## config.mk

```make
export PLATFORM = sky130hd
export DESIGN_NAME = rstgen_unit
export DESIGN_NICKNAME = d
export VERILOG_FILES = /design/src/rtl/rstgen_pkg.sv /design/src/rtl/rstgen_regif.sv /design/src/rtl/rstgen_pulse_line.sv /design/src/rtl/rstgen_sticky_line.sv /design/src/rtl/rstgen_unit.sv
export SDC_FILE = /design/constraint.sdc
export NUM_CORES = 1
export LEC_CHECK = 0
export ABC_AREA = 1
export BUFFER_PORTS_ARGS = -buffer_cell sky130_fd_sc_hd__buf_2
export CAP_MARGIN = 30
export CORE_MARGIN = 2
export CORE_UTILIZATION = 55
export DETAILED_ROUTE_END_ITERATION = 10
export GPL_TIMING_DRIVEN = 0
export PLACE_DENSITY_LB_ADDON = 0.1
export SLEW_MARGIN = 25
export SYNTH_ARGS = -nofsm -noshare
export SYNTH_HDL_FRONTEND = slang
export SYNTH_SLANG_ARGS = --single-unit
export TNS_END_PERCENT = 1
```

## constraint.sdc

```tcl
create_clock -name clk -period 1.8 [get_ports clk]
set_clock_uncertainty 0.2 [all_clocks]
set_input_delay 0.36 -clock clk [delete_from_list [all_inputs] [get_ports clk]]
set_output_delay 0.36 -clock clk [all_outputs]
set_load 0.01 [all_outputs]
```

## src/rtl/rstgen_pkg.sv

```systemverilog
package rstgen_pkg;
  localparam int unsigned WORD_BITS = 32;
  localparam int unsigned WORD_BYTES = 4;

  function automatic int unsigned word_of(input int unsigned line);
    return line / WORD_BITS;
  endfunction

  function automatic int unsigned bit_of(input int unsigned line);
    return line % WORD_BITS;
  endfunction
endpackage

```

## src/rtl/rstgen_regif.sv

```systemverilog
// Register decode: per-word write strobes and a registered read mux.
module rstgen_regif #(
  parameter int unsigned ADDR_W    = 12,
  parameter int unsigned WORDS     = 2,
  parameter int unsigned CTRL_BASE = 'h100,
  parameter int unsigned STAT_BASE = 'h150
) (
  input  logic                                  clk,
  input  logic                                  rst,
  input  logic                                  bus_sel,
  input  logic                                  bus_we,
  input  logic [ADDR_W-1:0]                     bus_addr,
  input  logic [WORDS*rstgen_pkg::WORD_BITS-1:0] line_state,
  output logic [WORDS-1:0]                      wr_word,
  output logic [rstgen_pkg::WORD_BITS-1:0]      bus_rdata,
  output logic                                  bus_ready
);
  import rstgen_pkg::*;

  logic [WORD_BITS-1:0] rd_next;

  for (genvar w = 0; w < WORDS; w++) begin : g_wdec
    localparam logic [ADDR_W-1:0] CtrlAddr = ADDR_W'(CTRL_BASE + WORD_BYTES * w);
    assign wr_word[w] = bus_sel && bus_we && (bus_addr == CtrlAddr);
  end

  always_comb begin
    rd_next = '0;
    for (int w = 0; w < int'(WORDS); w++) begin
      if (bus_addr == ADDR_W'(CTRL_BASE + WORD_BYTES * w))
        rd_next = line_state[w*WORD_BITS +: WORD_BITS];
      if (bus_addr == ADDR_W'(STAT_BASE + WORD_BYTES * w))
        rd_next = ~line_state[w*WORD_BITS +: WORD_BITS];
    end
  end

  always_ff @(posedge clk) begin
    if (rst) begin
      bus_ready <= 1'b0;
      bus_rdata <= '0;
    end else begin
      bus_ready <= bus_sel;
      bus_rdata <= (bus_sel && !bus_we) ? rd_next : '0;
    end
  end
endmodule

```

## src/rtl/rstgen_pulse_line.sv

```systemverilog
// Self-terminating reset line: active for PULSE_LEN cycles after each set.
module rstgen_pulse_line #(
  parameter int unsigned PULSE_LEN = 16
) (
  input  logic clk,
  input  logic rst,
  input  logic set_i,
  output logic line_o
);
  localparam int unsigned CNT_W = (PULSE_LEN > 1) ? $clog2(PULSE_LEN) : 1;
  localparam logic [CNT_W-1:0] Reload = CNT_W'(PULSE_LEN - 1);

  logic [CNT_W-1:0] remain;

  always_ff @(posedge clk) begin
    if (rst) begin
      line_o <= 1'b0;
      remain <= '0;
    end else if (set_i) begin
      line_o <= 1'b1;
      remain <= Reload;
    end else if (line_o) begin
      if (remain == '0) line_o <= 1'b0;
      else              remain <= remain - 1'b1;
    end
  end
endmodule

```

## src/rtl/rstgen_sticky_line.sv

```systemverilog
// Held reset line: set by a 1 write, cleared only by a 0 write.
module rstgen_sticky_line (
  input  logic clk,
  input  logic rst,
  input  logic set_i,
  input  logic clr_i,
  output logic line_o
);
  always_ff @(posedge clk) begin
    if (rst)        line_o <= 1'b0;
    else if (set_i) line_o <= 1'b1;
    else if (clr_i) line_o <= 1'b0;
  end
endmodule

```

## src/rtl/rstgen_unit.sv

```systemverilog
module rstgen_unit #(
  parameter int unsigned          NUM_LINES   = 64,
  parameter int unsigned          PULSE_LEN   = 16,
  parameter int unsigned          ADDR_W      = 12,
  parameter int unsigned          CTRL_BASE   = 'h100,
  parameter int unsigned          STAT_BASE   = 'h150,
  parameter logic [NUM_LINES-1:0] STICKY_MASK = 64'h0100_0000_0000_1000
) (
  input  logic                 clk,
  input  logic                 rst,
  input  logic                 bus_sel,
  input  logic                 bus_we,
  input  logic [ADDR_W-1:0]    bus_addr,
  input  logic [31:0]          bus_wdata,
  output logic [31:0]          bus_rdata,
  output logic                 bus_ready,
  output logic [NUM_LINES-1:0] rst_lines,
  output logic                 sys_reset_req
);
  import rstgen_pkg::*;

  localparam int unsigned WORDS = NUM_LINES / WORD_BITS;

  logic [WORDS-1:0] wr_word;

  rstgen_regif #(
    .ADDR_W   (ADDR_W),
    .WORDS    (WORDS),
    .CTRL_BASE(CTRL_BASE),
    .STAT_BASE(STAT_BASE)
  ) regif_i (
    .clk       (clk),
    .rst       (rst),
    .bus_sel   (bus_sel),
    .bus_we    (bus_we),
    .bus_addr  (bus_addr),
    .line_state(rst_lines),
    .wr_word   (wr_word),
    .bus_rdata (bus_rdata),
    .bus_ready (bus_ready)
  );

  for (genvar i = 0; i < NUM_LINES; i++) begin : g_line
    localparam int unsigned W = word_of(i);
    localparam int unsigned B = bit_of(i);
    logic set_l;
    assign set_l = wr_word[W] && bus_wdata[B];

    if (STICKY_MASK[i]) begin : g_held
      logic clr_l;
      assign clr_l = wr_word[W] && !bus_wdata[B];
      rstgen_sticky_line line_i (
        .clk   (clk),
        .rst   (rst),
        .set_i (set_l),
        .clr_i (clr_l),
        .line_o(rst_lines[i])
      );
    end else begin : g_pulse
      rstgen_pulse_line #(.PULSE_LEN(PULSE_LEN)) line_i (
        .clk   (clk),
        .rst   (rst),
        .set_i (set_l),
        .line_o(rst_lines[i])
      );
    end
  end

  // Line 0 requests a whole-system reset.
  assign sys_reset_req = rst_lines[0];
endmodule

```

==> impl_results.md, run 1 <==
* Result of the run: finished, final reports clean
* Clock tree from TritonCTS: done
* Fraction of the yosys area taken by sequential cells at 39.6%
* Library cell occupying the most area in the post-synthesis netlist: sky130_fd_sc_hd__dfxtp_1
* Syn_nets at 2,561
* Worst Setup Slack, final at 0.0146 ns
* Final Hold Vio Count at 0
* Master of the slowest instance on the critical path: sky130_fd_sc_hd__dfxtp_2
* Placed wire-length estimate at 34,200 um
* Average via count per standard cell at 5.27
* Longest Clk Path Bufs at 3
* Mean instance size in the synthesized netlist at 7.11 um2
* Setup crit end: rst_lines[60]
* Slowest stage delay, CP at 0.45 ns
* Largest net degree at the start of global routing at 14
* Crit path launch type: register
* Clock-pin slew reported for the worst setup and hold paths after clock tree synthesis at 0.05 ns
* DIE HEIGHT at 182 um
* Fmax at 0.560 GHz
* Number of buffers and inverters on the critical path at 2
* Die area at 33,100 um2
* Weighted congestion reported at the end of routability-driven placement at 0.887
* Fraction of synthesized area in multiplexers at 0%
* Post-synth design cell area at 17,400 um2
* Data required time of the critical path at 1.24 ns
* Compound-cell area share of the yosys netlist at 14.5%
* Sink Count at 345
* Number of flops mapped to enable cells by yosys at 0
* Final wirelength at 47,400 um
* Effective utilization at floorplan at 55.5%
* Maximum resistive drop on vdd at 0.000655 V
* DP Cell Count at 2,997
* Combinational family with the most area after synthesis: simple AND/OR/NAND/NOR gates
* Initial antenna violation count at 0
* FF-to-FF End: g_line[34].g_pulse.line_i.remain[3]
* Leading cell types by count after synthesis: sky130_fd_sc_hd__nand2_1, sky130_fd_sc_hd__a21oi_1, sky130_fd_sc_hd__inv_1
* Number of unique standard cell types used by synthesis at 25
* Horizontal extent of the die at 182 um
* Final antenna-violating net count at 0
* Total Routing Usage GR at 28.1%
* Total number of cells along the worst setup path at 2
* Via count of the first global-routing pass at 14.7k
* Cell chosen for the clock root: sky130_fd_sc_hd__clkbuf_16
* Count of antenna diodes in the layout at 0
* I/O pins at 146
* Number of detailed-routing iterations run before antenna repair at 6
* Worst reg2reg startpoint: g_line[34].g_pulse.line_i.remain[0]
* Post-synth ARST share at 0%
* Synth-to-Final Area Change at 16.6%
* Area share of and/or/nand/nor cells after synthesis at 23.0%
* Share of the synthesized area in the top cell type at 39.6%
* Crit Path Class: register to output pin
* Gr ovfl total at 0
* Number of port buffers at 144
* Share of power burned in the clock network at 49.0%
* Flop and latch count out of synthesis at 345
* Post-Place Setup Slack at -0.651 ns
* Time the final worst path needs with I/O delays and setup at 1.79 ns
* Family with the most delay on the worst path: flip-flops
* Cells after Synth at 2,451
* Total non-filler cell area in the finished layout at 20,300 um2
* Path category of the worst min-delay check: primary input to register
* Number of endpoints failing setup at the final stage at 0
* Final clock period utilization by the worst path at 99.2%
* Total of max-cap violations at 0
* Largest fanout on the critical path at 6
* Wire length of the first global-routing pass at 74,400 um
* Most frequent cell after synthesis: sky130_fd_sc_hd__nand2_1
* Worst hold slack across all endpoints at 0.0112 ns
* Timing startpoint of the critical path: g_line[60].g_pulse.line_i.line_o
* Utilization after layout at 64.7%
* Leading post-synthesis cells by cell area: sky130_fd_sc_hd__dfxtp_1, sky130_fd_sc_hd__a21oi_1, sky130_fd_sc_hd__nand2_1, sky130_fd_sc_hd__inv_1, sky130_fd_sc_hd__nand3_1
* DR iter-0 viols at 1,265
* Relative max-transition margin at 44.2%
* Average wire per standard cell at 15.3 um
* Switching Power at 3.41 mW
* Layout cell share with drive strength beyond 1 at 14.8%
* Row Count at 65
* Internal cell power at 12.4 mW
* Number of warnings printed during yosys synthesis at 0
* Total power per unit cell area at 778 nW/um2
* Fraction of power consumed by combinational cells at 2.8%
* Cell count of the worst reg-to-reg path at 8
* Data arrival time at the worst-slack endpoint at 1.23 ns
* Share of total power consumed by net switching at 21.6%
* Number of nets at the end of the flow at 2,774
* Flop2flop setup slack at 0.15 ns
* Total number of vias at 16.3k
* Arithmetic-cell share of the synthesized area counting full adders, half adders and majority gates at 4.45%
* Overall Power at 15.8 mW
* Max Transition Viols Final at 0
* Static leakage at 9.30 nW
* Cell Chain, Critical Path: buf_4 > buf_2
* Post-CTS setup buffer count at 0
* Area of the core at 31,400 um2
* Setup repair after global routing missed its margin: yes
* Worst Tran Pin Value at 0.833 ns
* XOR/XNOR share of the synthesized area at 4.93%
* Number of buffers created by CTS at 38
* CTS H-tree lvls at 2
* Placed cell areas at 18,700 um2
* Part of the power in registers at 48.3%
* Clock Latency Late Sink at 0.53 ns
* Top_reg_cell synth: sky130_fd_sc_hd__dfxtp_1
* Crit path capture type: output pin
* Post-detailed-route DRC marker count at 0
* Post-route non-filler standard cell count at 3,090
* Aggregate negative setup slack at 0 ns
[sequential cells by signal, indices dropped and copies added, names as in the netlist]
| name | cells |
|---|---|
| g_line.g_pulse.line_i.remain | 248 |
| regif_i.bus_ready | 1 |
| g_line.g_pulse.line_i.line_o | 62 |
| regif_i.bus_rdata | 32 |
| g_line.g_held.line_i.line_o | 2 |
[placed cells by master, fill, tap and decap left out, drive strengths merged, types with 8 or more instances in the layout]
cell type	count
nand3	211
a21oi	407
dlygate4sd3	29
xnor2	8
ha	62
nand4	34
nor2	171
xor2	90
dfxtp	345
nand2	482
buf	231
o21ai	94
clkbuf	103
inv	408
[metal layers]
metal / track usage, % / vias to the layer above / routed length [um]
li1: - / 8203 / -
met1: 36.5 / 7498 / 20600
met2: 47.5 / 495 / 22100
met3: 3.55 / 100 / 2890
met4: 11.4 / 0 / 1850
met5: 0 / - / 0
[power by group through the flow]
| stage | clock, mW | sequential, mW | combinational [mW] |
|---|---|---|---|
| final | 7.74 | 7.63 | 0.437 |
| after CTS | 7.87 | 7.63 | 0.431 |
| after detailed placement | 0 | 7.81 | 0.377 |
| after global routing | 8.18 | 7.62 | 0.460 |
| after floorplan | 0 | 7.81 | 0.156 |
| after global placement | 0 | 7.81 | 0.375 |
[timing repair]
action | CTS | global route
endpoints found under the setup margin | 100 | 100
gates resized for setup | 69 | 28
pin swaps | 0 | 0
hold endpoints to repair | 127 | 0
cloned | 0 | 0
hold buffers | 29 | 0
[area by class of cell]
type	count	area, um2
Fill cell	2709	11100
Clock inverter	11	149
Inverter	406	1520
Buffer	137	843
Multi-Input combinational cell	1563	8200
Sequential cell	345	7000
Tap cell	402	503
Timing Repair Buffer	173	1010
Clock buffer	53	1090
[cells by family after synthesis]
logic type,after synthesis
buffers and inverters,543
XOR/XNOR,98
AO/OA/AOI/OAI,503
AND/OR/NAND/NOR,900
adder cells (fa/ha/maj),62
flip-flops,345
[worst min-delay path by stage]
stage          cells past startpoint                                  end                                start
2_1_floorplan                      2  g_line[25].g_pulse.line_i.remain[2]  g_line[25].g_pulse.line_i.remain[2]
3_3_place_gp                       2  g_line[25].g_pulse.line_i.remain[2]  g_line[25].g_pulse.line_i.remain[2]
3_5_place_dp                       2  g_line[25].g_pulse.line_i.remain[2]  g_line[25].g_pulse.line_i.remain[2]
4_1_cts                            3     g_line[38].g_pulse.line_i.line_o                         bus_wdata[6]
5_1_grt                            3  g_line[38].g_pulse.line_i.remain[2]                         bus_wdata[6]
6_report                           3     g_line[38].g_pulse.line_i.line_o                         bus_wdata[6]
[worst reg2reg max path, cell delays in order (launching register included)]
cell and delay (ns):
sky130_fd_sc_hd__dfxtp_1 0.36, sky130_fd_sc_hd__inv_1 0.07, sky130_fd_sc_hd__ha_1 0.22, sky130_fd_sc_hd__nand3_1 0.11
sky130_fd_sc_hd__nand2_1 0.15, sky130_fd_sc_hd__o21ai_0 0.21, sky130_fd_sc_hd__nand2_1 0.08, sky130_fd_sc_hd__inv_1 0.06
sky130_fd_sc_hd__a21oi_1 0.05
Power figures use the tool's default switching activity.
==> inputs of run 2 (changes only) <==
- ABC_AREA: 1 -> default
==> run 2 against run 1 <==
The flow now finishes with violations (hold timing, setup timing). Final cell count shrank 21%. Global-route usage shrank 0.60 points. Via count shrank 12%. Combinational power shrank 3%.
==> impl_results.md, run 2 <==
* Result of the run: finished, violations left
* Violations in the final reports: hold timing, setup timing
* Crit path launch type: primary input
* Fmax at 0.535 GHz (-4.4%)
* I/O pins at 146 (unchanged)
* Wire length of the first global-routing pass at 67,700 um (-9.0%)
* Most frequent cell after synthesis: sky130_fd_sc_hd__a21oi_1
* Final Hold Vio Count at 1 (+1)
* Compound-cell area share of the yosys netlist at 22.9% (+8.5 points)
* Flop and latch count out of synthesis at 345 (unchanged)
* XOR/XNOR share of the synthesized area at 3.72% (-1.2 points)
* Combinational family with the most area after synthesis: compound AO/OA/AOI/OAI gates
* Max Transition Viols Final at 0 (unchanged)
* Total Routing Usage GR at 27.5% (-0.60 points)
* Path category of the worst min-delay check: primary input to register
* Share of the synthesized area in the top cell type at 43.1% (+3.5 points)
* Layer with the highest usage after global routing: met2
* Final clock period utilization by the worst path at 104% (+4.6 points)
* Number of port buffers at 144 (unchanged)
* Data required time of the critical path at 2.02 ns (+0.78 ns)
* DP Cell Count at 2,336 (-22%)
* Weighted congestion reported at the end of routability-driven placement at 0.893 (+0.57%)
* Number of flops mapped to enable cells by yosys at 0 (unchanged)
* Number of buffers created by CTS at 38 (unchanged)
* Initial antenna violation count at 0 (unchanged)
* Top Registers: g_line.g_pulse.line_i.remain x248, g_line.g_pulse.line_i.line_o x62, regif_i.bus_rdata x32
* Cells after Synth at 1,808 (-26%)
* Total number of vias at 14.3k (-12%)
* Arithmetic-cell share of the synthesized area counting full adders, half adders and majority gates at 4.84% (+0.39 points)
* Fraction of synthesized area in multiplexers at 4.48% (+4.5 points)
* Post-route non-filler standard cell count at 2,435 (-21%)
* Relative max-transition margin at 47.4% (+3.2 points)
* Slowest stage delay, CP at 0.64 ns (+0.19 ns)
* Gr ovfl total at 0 (unchanged)
* Commonest cells after routing, fill and taps aside: sky130_fd_sc_hd__a21oi_1, sky130_fd_sc_hd__dfxtp_1, sky130_fd_sc_hd__inv_1
* Number of buffers and inverters on the critical path at 3 (+1)
* Destination of the worst hold path: g_line[3].g_pulse.line_i.line_o
* Number of unique standard cell types used by synthesis at 32 (+28%)
* Crit path capture type: register
* Final antenna-violating net count at 0 (unchanged)
* Data arrival time at the worst-slack endpoint at 2.09 ns (+0.86 ns)
* Leading cell types by count after synthesis: sky130_fd_sc_hd__a21oi_1, sky130_fd_sc_hd__dfxtp_1, sky130_fd_sc_hd__inv_1
* Via count of the first global-routing pass at 13.4k (-8.8%)
* Largest register FFs at 248 (unchanged)
* Final wirelength at 44,300 um (-6.6%)
* Longest Clk Path Bufs at 3 (unchanged)
* Total non-filler cell area in the finished layout at 20,300 um2 (-0.18%)
* Master of the slowest instance on the critical path: sky130_fd_sc_hd__or4b_4
* Number of endpoints failing setup at the final stage at 25 (+25)
* Overall Power at 15.7 mW (-0.47%)
* Synth-to-Final Area Change at 26.6%
* Reg area at 7030 um2 (+0.43%)
* Routing usage on met2 at 46.7% (-0.79 points)
* Biggest register: g_line.g_pulse.line_i.remain
* Row Count at 62 (-4.6%)
* Min-Delay Path Depth at 3 (unchanged)
* Filler cells at 2,269 (-16%)
* Count of antenna diodes in the layout at 0 (unchanged)
* Die area at 30,500 um2 (-7.9%)
* Setup repair after global routing missed its margin: yes
* Average wire per standard cell at 18.2 um (+18%)
* Effective utilization at floorplan at 55.8% (+0.30 points)
* Average via count per standard cell at 5.88 (+11%)
* Sink Count at 345 (unchanged)
* Area of the core at 28,700 um2 (-8.6%)
* CTS H-tree lvls at 2 (unchanged)
* Clock Latency Late Sink at 0.53 ns (about the same)
* Leading post-synthesis cells by cell area: sky130_fd_sc_hd__dfxtp_1, sky130_fd_sc_hd__a21oi_1, sky130_fd_sc_hd__ha_1, sky130_fd_sc_hd__inv_1, sky130_fd_sc_hd__mux2_2
* Family with the most delay on the worst path: simple AND/OR/NAND/NOR gates
* Commonest non-fill, non-tap cell in the layout: sky130_fd_sc_hd__a21oi_1
* Worst reg2reg startpoint: g_line[55].g_pulse.line_i.remain[0]
* Clock tree from TritonCTS: done
* Post-detailed-route DRC marker count at 0 (unchanged)
* Time the final worst path needs with I/O delays and setup at 1.87 ns (+0.0822 ns)
* Area of the multi-input gates at 8800 um2 (+7.3%)
* Total of max-cap violations at 0 (unchanged)
* Post-synth design cell area at 16,000 um2 (-8.1%)
* Utilization after layout at 70.7% (+5.9 points)
* Mean instance size in the synthesized netlist at 8.86 um2 (+25%)
* Number of detailed-routing iterations run before antenna repair at 5 (-1)
* Static leakage at 7.48 nW (-20%)
* Largest net degree at the start of global routing at 13 (-1)
* Met3 Resource Use GR at 4.09% (+0.54 points)
* Worst hold slack across all endpoints at -0.00249 ns (-0.0137 ns)
* DR iter-0 viols at 959 (-24%)
* Placed cell areas at 17,300 um2 (-7.4%)
* Crit Path Class: primary input to register
* Worst Setup Slack, final at -0.0676 ns (-0.0822 ns)
* Top_reg_cell synth: sky130_fd_sc_hd__dfxtp_1
* Post-synth ARST share at 0% (unchanged)
* FF-to-FF End: g_line[55].g_pulse.line_i.remain[1]
* Number of warnings printed during yosys synthesis at 0 (unchanged)
* Placed wire-length estimate at 30,300 um (-11%)
* Largest fanout on the critical path at 6 (unchanged)
* Most repeated library cell on the critical path: sky130_fd_sc_hd__buf_6
* Horizontal extent of the die at 175 um (-4.0%)
* Origin of the worst min-delay path: bus_wdata[3]
* Maximum resistive drop on vdd at 0.000649 V (-0.85%)
* Cell Chain, Critical Path: buf_6 > or4b_4 > nor3_4 > buf_6 > bufbuf_16 > a21oi_1 > a221oi_1
* Fraction of the yosys area taken by sequential cells at 43.1% (+3.5 points)
* Syn_nets at 1,918 (-25%)
* Cell count of the worst reg-to-reg path at 6 (-2)
* Worst Tran Pin Value at 0.789 ns (-0.0438 ns)
* Flop2flop setup slack at 0 ns (-0.15 ns)
* M1 GR Usage at 35.2% (-1.3 points)
* Clock-pin slew reported for the worst setup and hold paths after clock tree synthesis at 0.06 ns (about the same)
* Cell chosen for the clock root: sky130_fd_sc_hd__clkbuf_16
* Layout cell share with drive strength beyond 1 at 34.1% (+19 points)
* Number of nets at the end of the flow at 2,133 (-23%)
* Total power per unit cell area at 776 nW/um2 (-0.28%)
* DIE HEIGHT at 175 um (-4.0%)
* Library cell occupying the most area in the post-synthesis netlist: sky130_fd_sc_hd__dfxtp_1
* Area share of and/or/nand/nor cells after synthesis at 11.8% (-11 points)
[run 2: worst register-to-register path, cell delays in order (launching register included)]
cell and delay (ns):
sky130_fd_sc_hd__dfxtp_1 0.31, sky130_fd_sc_hd__inv_1 0.09, sky130_fd_sc_hd__ha_1 0.23, sky130_fd_sc_hd__inv_1 0.07
sky130_fd_sc_hd__o31ai_2 0.33, sky130_fd_sc_hd__mux2_2 0.38, sky130_fd_sc_hd__a21oi_1 0.13
[run 2: cells by family after synthesis]
logic type | count (synthesis)
xor+xnor | 68
buf+inv | 318
fa+ha+maj | 62
simple gates | 310
mux | 64
flops | 345
compound gates | 641
[run 2: per-stage QoR]
stage	hold slack [ns]	setup slack (ns)	TNS, ns
floorplan	0.278	-0.305	-83.44
global placement	0.348	-1.07	-258.14
detailed placement	0.351	-1.10	-258.45
CTS	0.00371	-0.0955	-0.389
global route	0.00279	-0.120	-6.73
finish	-0.00249	-0.0676	-0.525
[run 2: area by class of cell]
cell class                 instances  area share [%]
tap                              384            2.37
timing repair buffer             176            5.42
sequential                       345            34.6
buffer                           131            4.57
clock inverter                     5           0.278
inverter                         186            3.44
clock buffer                      63            5.86
multi-input combinational       1145            43.4
[run 2: worst max path at each step]
stage | startpoint | endpoint | slack, ns | cells after the start
6_report | bus_addr[11] | regif_i.bus_rdata[26] | -0.07 | 7
5_1_grt | g_line[55].g_pulse.line_i.remain[0] | g_line[55].g_pulse.line_i.remain[1] | -0.12 | 6
4_1_cts | g_line[57].g_pulse.line_i.remain[0] | g_line[57].g_pulse.line_i.remain[1] | -0.1 | 6
3_5_place_dp | bus_addr[9] | regif_i.bus_rdata[0] | -1.10 | 7
3_3_place_gp | bus_addr[9] | regif_i.bus_rdata[0] | -1.07 | 7
2_1_floorplan | bus_addr[9] | g_line[56].g_held.line_i.line_o | -0.31 | 6
[run 2: metal layers]
layer,routed length (um),part of all wire [%]
met3,2660,6.0
met5,0,0
met1,18900,43
met4,1480,3.3
met2,21200,48
[run 2: power by group]
part | internal [mW] | switching (mW) | total, mW | leakage [nW]
registers | 7.61 | 0.000984 | 7.61 | 2.81
clock network | 4.64 | 3.05 | 7.69 | 0.606
logic | 0.123 | 0.301 | 0.423 | 4.06
total | 12.4 | 3.35 | 15.7 | 7.48
[run 2: timing repair]
item                                    4_1_cts  5_1_grt
setup buffers                                 8        0
cloned                                        1        1
pin swaps                                    11        6
endpoints found under the setup margin      380      328
hold endpoints to repair                     61       30
gates resized for setup                     199      180
hold buffers                                 14        8
==> inputs of run 3 (changes only) <==
==> constraint.sdc (replaced) <==
create_clock -name clk -period 1.8 [get_ports clk]
set_clock_uncertainty 0.2 [all_clocks]
set_input_delay 0.36 -clock clk [delete_from_list [all_inputs] [get_ports clk]]
set_output_delay 0.36 -clock clk [all_outputs]
set_load 0.05 [all_outputs]
==> run 3 against run 2 <==
The run still ends with hold timing, setup timing left. Via count down 0.33%. Non-clock buffer count grew 2. Count of clock-buffer cells in the layout did not move. Sequential share of layout area shrank 0.50 points. First-iteration DRC count is 12% higher.
==> impl_results.md, run 3 (synthesis results as in run 2) <==
* Commonest cells after routing, fill and taps aside: sky130_fd_sc_hd__a21oi_1, sky130_fd_sc_hd__dfxtp_1, sky130_fd_sc_hd__inv_1
* Result of the run: finished, violations left
* Average wire per standard cell at 18.5 um (+1.6%)
* Data arrival time at the worst-slack endpoint at 2.10 ns (about the same)
* Overall Power at 15.7 mW (-0.25%)
* Total power per unit cell area at 751 nW/um2 (-3.1%)
* Die area at 30,500 um2 (unchanged)
* CTS H-tree lvls at 2 (unchanged)
* Worst Tran Pin Value at 0.811 ns (+0.0217 ns)
* Top Registers: g_line.g_pulse.line_i.remain x248, g_line.g_pulse.line_i.line_o x62, regif_i.bus_rdata x32
* Clock Latency Late Sink at 0.53 ns (about the same)
* Largest net degree at the start of global routing at 13 (unchanged)
* Placed cell areas at 17,300 um2 (unchanged)
* Average via count per standard cell at 5.85 (-0.41%)
* Aggregate negative setup slack at -1.17 ns (-0.648 ns)
* Total number of vias at 14.3k (-0.33%)
* Crit path capture type: register
* DP Cell Count at 2,336 (unchanged)
* Number of buffers and inverters on the critical path at 3 (unchanged)
* Sink Count at 345 (unchanged)
* Weighted congestion reported at the end of routability-driven placement at 0.893 (unchanged)
* Violations in the final reports: hold timing, setup timing
* Number of buffers created by CTS at 38 (unchanged)
* Longest Clk Path Bufs at 3 (unchanged)
* Fmax at 0.513 GHz (-4.2%)
* Clock tree from TritonCTS: done
* Time the final worst path needs with I/O delays and setup at 1.95 ns (+0.0828 ns)
* Final Hold Vio Count at 2 (+1)
* Number of port buffers at 144 (unchanged)
* Commonest non-fill, non-tap cell in the layout: sky130_fd_sc_hd__a21oi_1
* Wire length of the first global-routing pass at 68,200 um (+0.80%)
* Horizontal extent of the die at 175 um (unchanged)
* Synth-to-Final Area Change at 30.3%
* Largest register FFs at 248 (unchanged)
* Worst hold slack across all endpoints at -0.00436 ns (-0.00187 ns)
* Final clock period utilization by the worst path at 108% (+4.6 points)
* Family with the most delay on the worst path: buffers and inverters
* Layout cell share with drive strength beyond 1 at 34.6% (+0.50 points)
* Number of nets at the end of the flow at 2,135 (+0.094%)
* Worst Setup Slack, final at -0.150 ns (-0.0828 ns)
* Relative max-transition margin at 45.9% (-1.4 points)
* Initial antenna violation count at 1 (+1)
* Setup repair after global routing missed its margin: yes
* Data required time of the critical path at 1.95 ns (-0.07 ns)
* Static leakage at 7.54 nW (+0.79%)
* Slowest stage delay, CP at 0.55 ns (-0.09 ns)
* Row Count at 62 (unchanged)
* Total non-filler cell area in the finished layout at 20,900 um2 (+2.9%)
* Via count of the first global-routing pass at 13.6k (+1.1%)
* Area of the core at 28,700 um2 (unchanged)
* Count of antenna diodes in the layout at 0 (unchanged)
* Crit path launch type: primary input
* Biggest register: g_line.g_pulse.line_i.remain
* Final wirelength at 45,000 um (+1.7%)
* Total Routing Usage GR at 27.7% (+0.20 points)
* DR iter-0 viols at 1,071 (+12%)
* Clock-pin slew reported for the worst setup and hold paths after clock tree synthesis at 0.06 ns (about the same)
* Number of endpoints failing setup at the final stage at 27 (+8.0%)
* Cell chosen for the clock root: sky130_fd_sc_hd__clkbuf_16
* Largest fanout on the critical path at 10 (+4)
* Post-route non-filler standard cell count at 2,437 (+0.082%)
* Effective utilization at floorplan at 55.8% (unchanged)
* Path category of the worst min-delay check: primary input to register
* Total of max-cap violations at 0 (unchanged)
* Final antenna-violating net count at 0 (unchanged)
* Gr ovfl total at 0 (unchanged)
* Master of the slowest instance on the critical path: sky130_fd_sc_hd__clkbuf_1
* Number of detailed-routing iterations run before antenna repair at 7 (+2)
* Most repeated library cell on the critical path: sky130_fd_sc_hd__clkbuf_1
* Max Transition Viols Final at 0 (unchanged)
* Maximum resistive drop on vdd at 0.000652 V (+0.42%)
* DIE HEIGHT at 175 um (unchanged)
* Cell Chain, Critical Path: buf_2 > nand4bb_1 > clkbuf_1 > clkbuf_1 > nor2_1 > o21ai_0 > a221oi_2
* Crit Path Class: primary input to register
* I/O pins at 146 (unchanged)
* Post-detailed-route DRC marker count at 0 (unchanged)
* Placed wire-length estimate at 30,300 um (unchanged)
==> run 3: changes by cell type in the layout (fill, tap and decap cells not counted), moves of 6 or more <==
cell                      before  now
sky130_fd_sc_hd__buf_8         4   10
sky130_fd_sc_hd__buf_4        73   87
sky130_fd_sc_hd__buf_2       140   74
sky130_fd_sc_hd__dfxtp_2      45    7
sky130_fd_sc_hd__buf_6         9   53
sky130_fd_sc_hd__dfxtp_4      17   57
==> run 3: worst paths after layout <==
path	from	endpoint	slack (ns)	cells past startpoint
worst max-delay path	bus_addr[7]	regif_i.bus_rdata[9]	-0.15	7
worst min-delay path	bus_wdata[3]	g_line[3].g_pulse.line_i.remain[1]	-0.004	3
worst max register to register	g_line[13].g_pulse.line_i.remain[0]	g_line[13].g_pulse.line_i.remain[1]	-0.03	6
worst min register to register	g_line[63].g_pulse.line_i.line_o	regif_i.bus_rdata[31]	0.31	1
==> run 3: what timing repair did <==
action / CTS / global route
hold buffers: 13 / 10
pin swaps: 12 / 15
resized for setup: 327 / 236
cloned: 0 / 0
setup endpoints to repair: 393 / 359
buffers inserted: 11 / 2
hold endpoints to repair: 63 / 35
==> run 3: layer usage <==
| metal | share of wire, % | GRT usage (%) | routed length, um | vias to the layer above |
|---|---|---|---|---|
| met1 | 42 | 35.5 | 19000 | 6864 |
| li1 | - | - | - | 6862 |
| met5 | 0 | 0 | 0 | - |
| met3 | 6.0 | 4.03 | 2710 | 97 |
| met4 | 3.5 | 10.6 | 1560 | 0 |
| met2 | 48 | 47.4 | 21800 | 438 |
==> run 3: worst reg2reg max path: cells and delay by family (launching register included) <==
| family | cells | cell delay, ns |
|---|---|---|
| AOI/OAI and AO/OA | 2 | 0.47 |
| adders and majority gates | 1 | 0.23 |
| buffers and inverters | 2 | 0.15 |
| DFF | 1 | 0.31 |
| muxes | 1 | 0.39 |
==> run 3: metrics by stage <==
step                      utilization, %  setup slack (ns)
after floorplan                        -            -0.305
after global placement              60.2             -1.07
after detailed placement            60.2             -1.10
after CTS                           68.7            -0.133
after global routing                72.7            -0.127
final                               72.7            -0.150
==> run 3: cell type report <==
cell class              instances  area (um2)
plain buffers                 129         946
clock buffers                  63        1190
clock inverters                 5        56.3
fillers                      2167        7820
inverters                     186         698
multi-input cells            1145        8910
flip-flops and latches        345        7130
well taps                     384         480
repair buffers                180        1470
==> run 3: report_power, final <==
group	switching (mW)	internal [mW]
registers	0.000981	7.55
logic	0.309	0.126
clock network	3.06	4.64
total	3.37	12.3
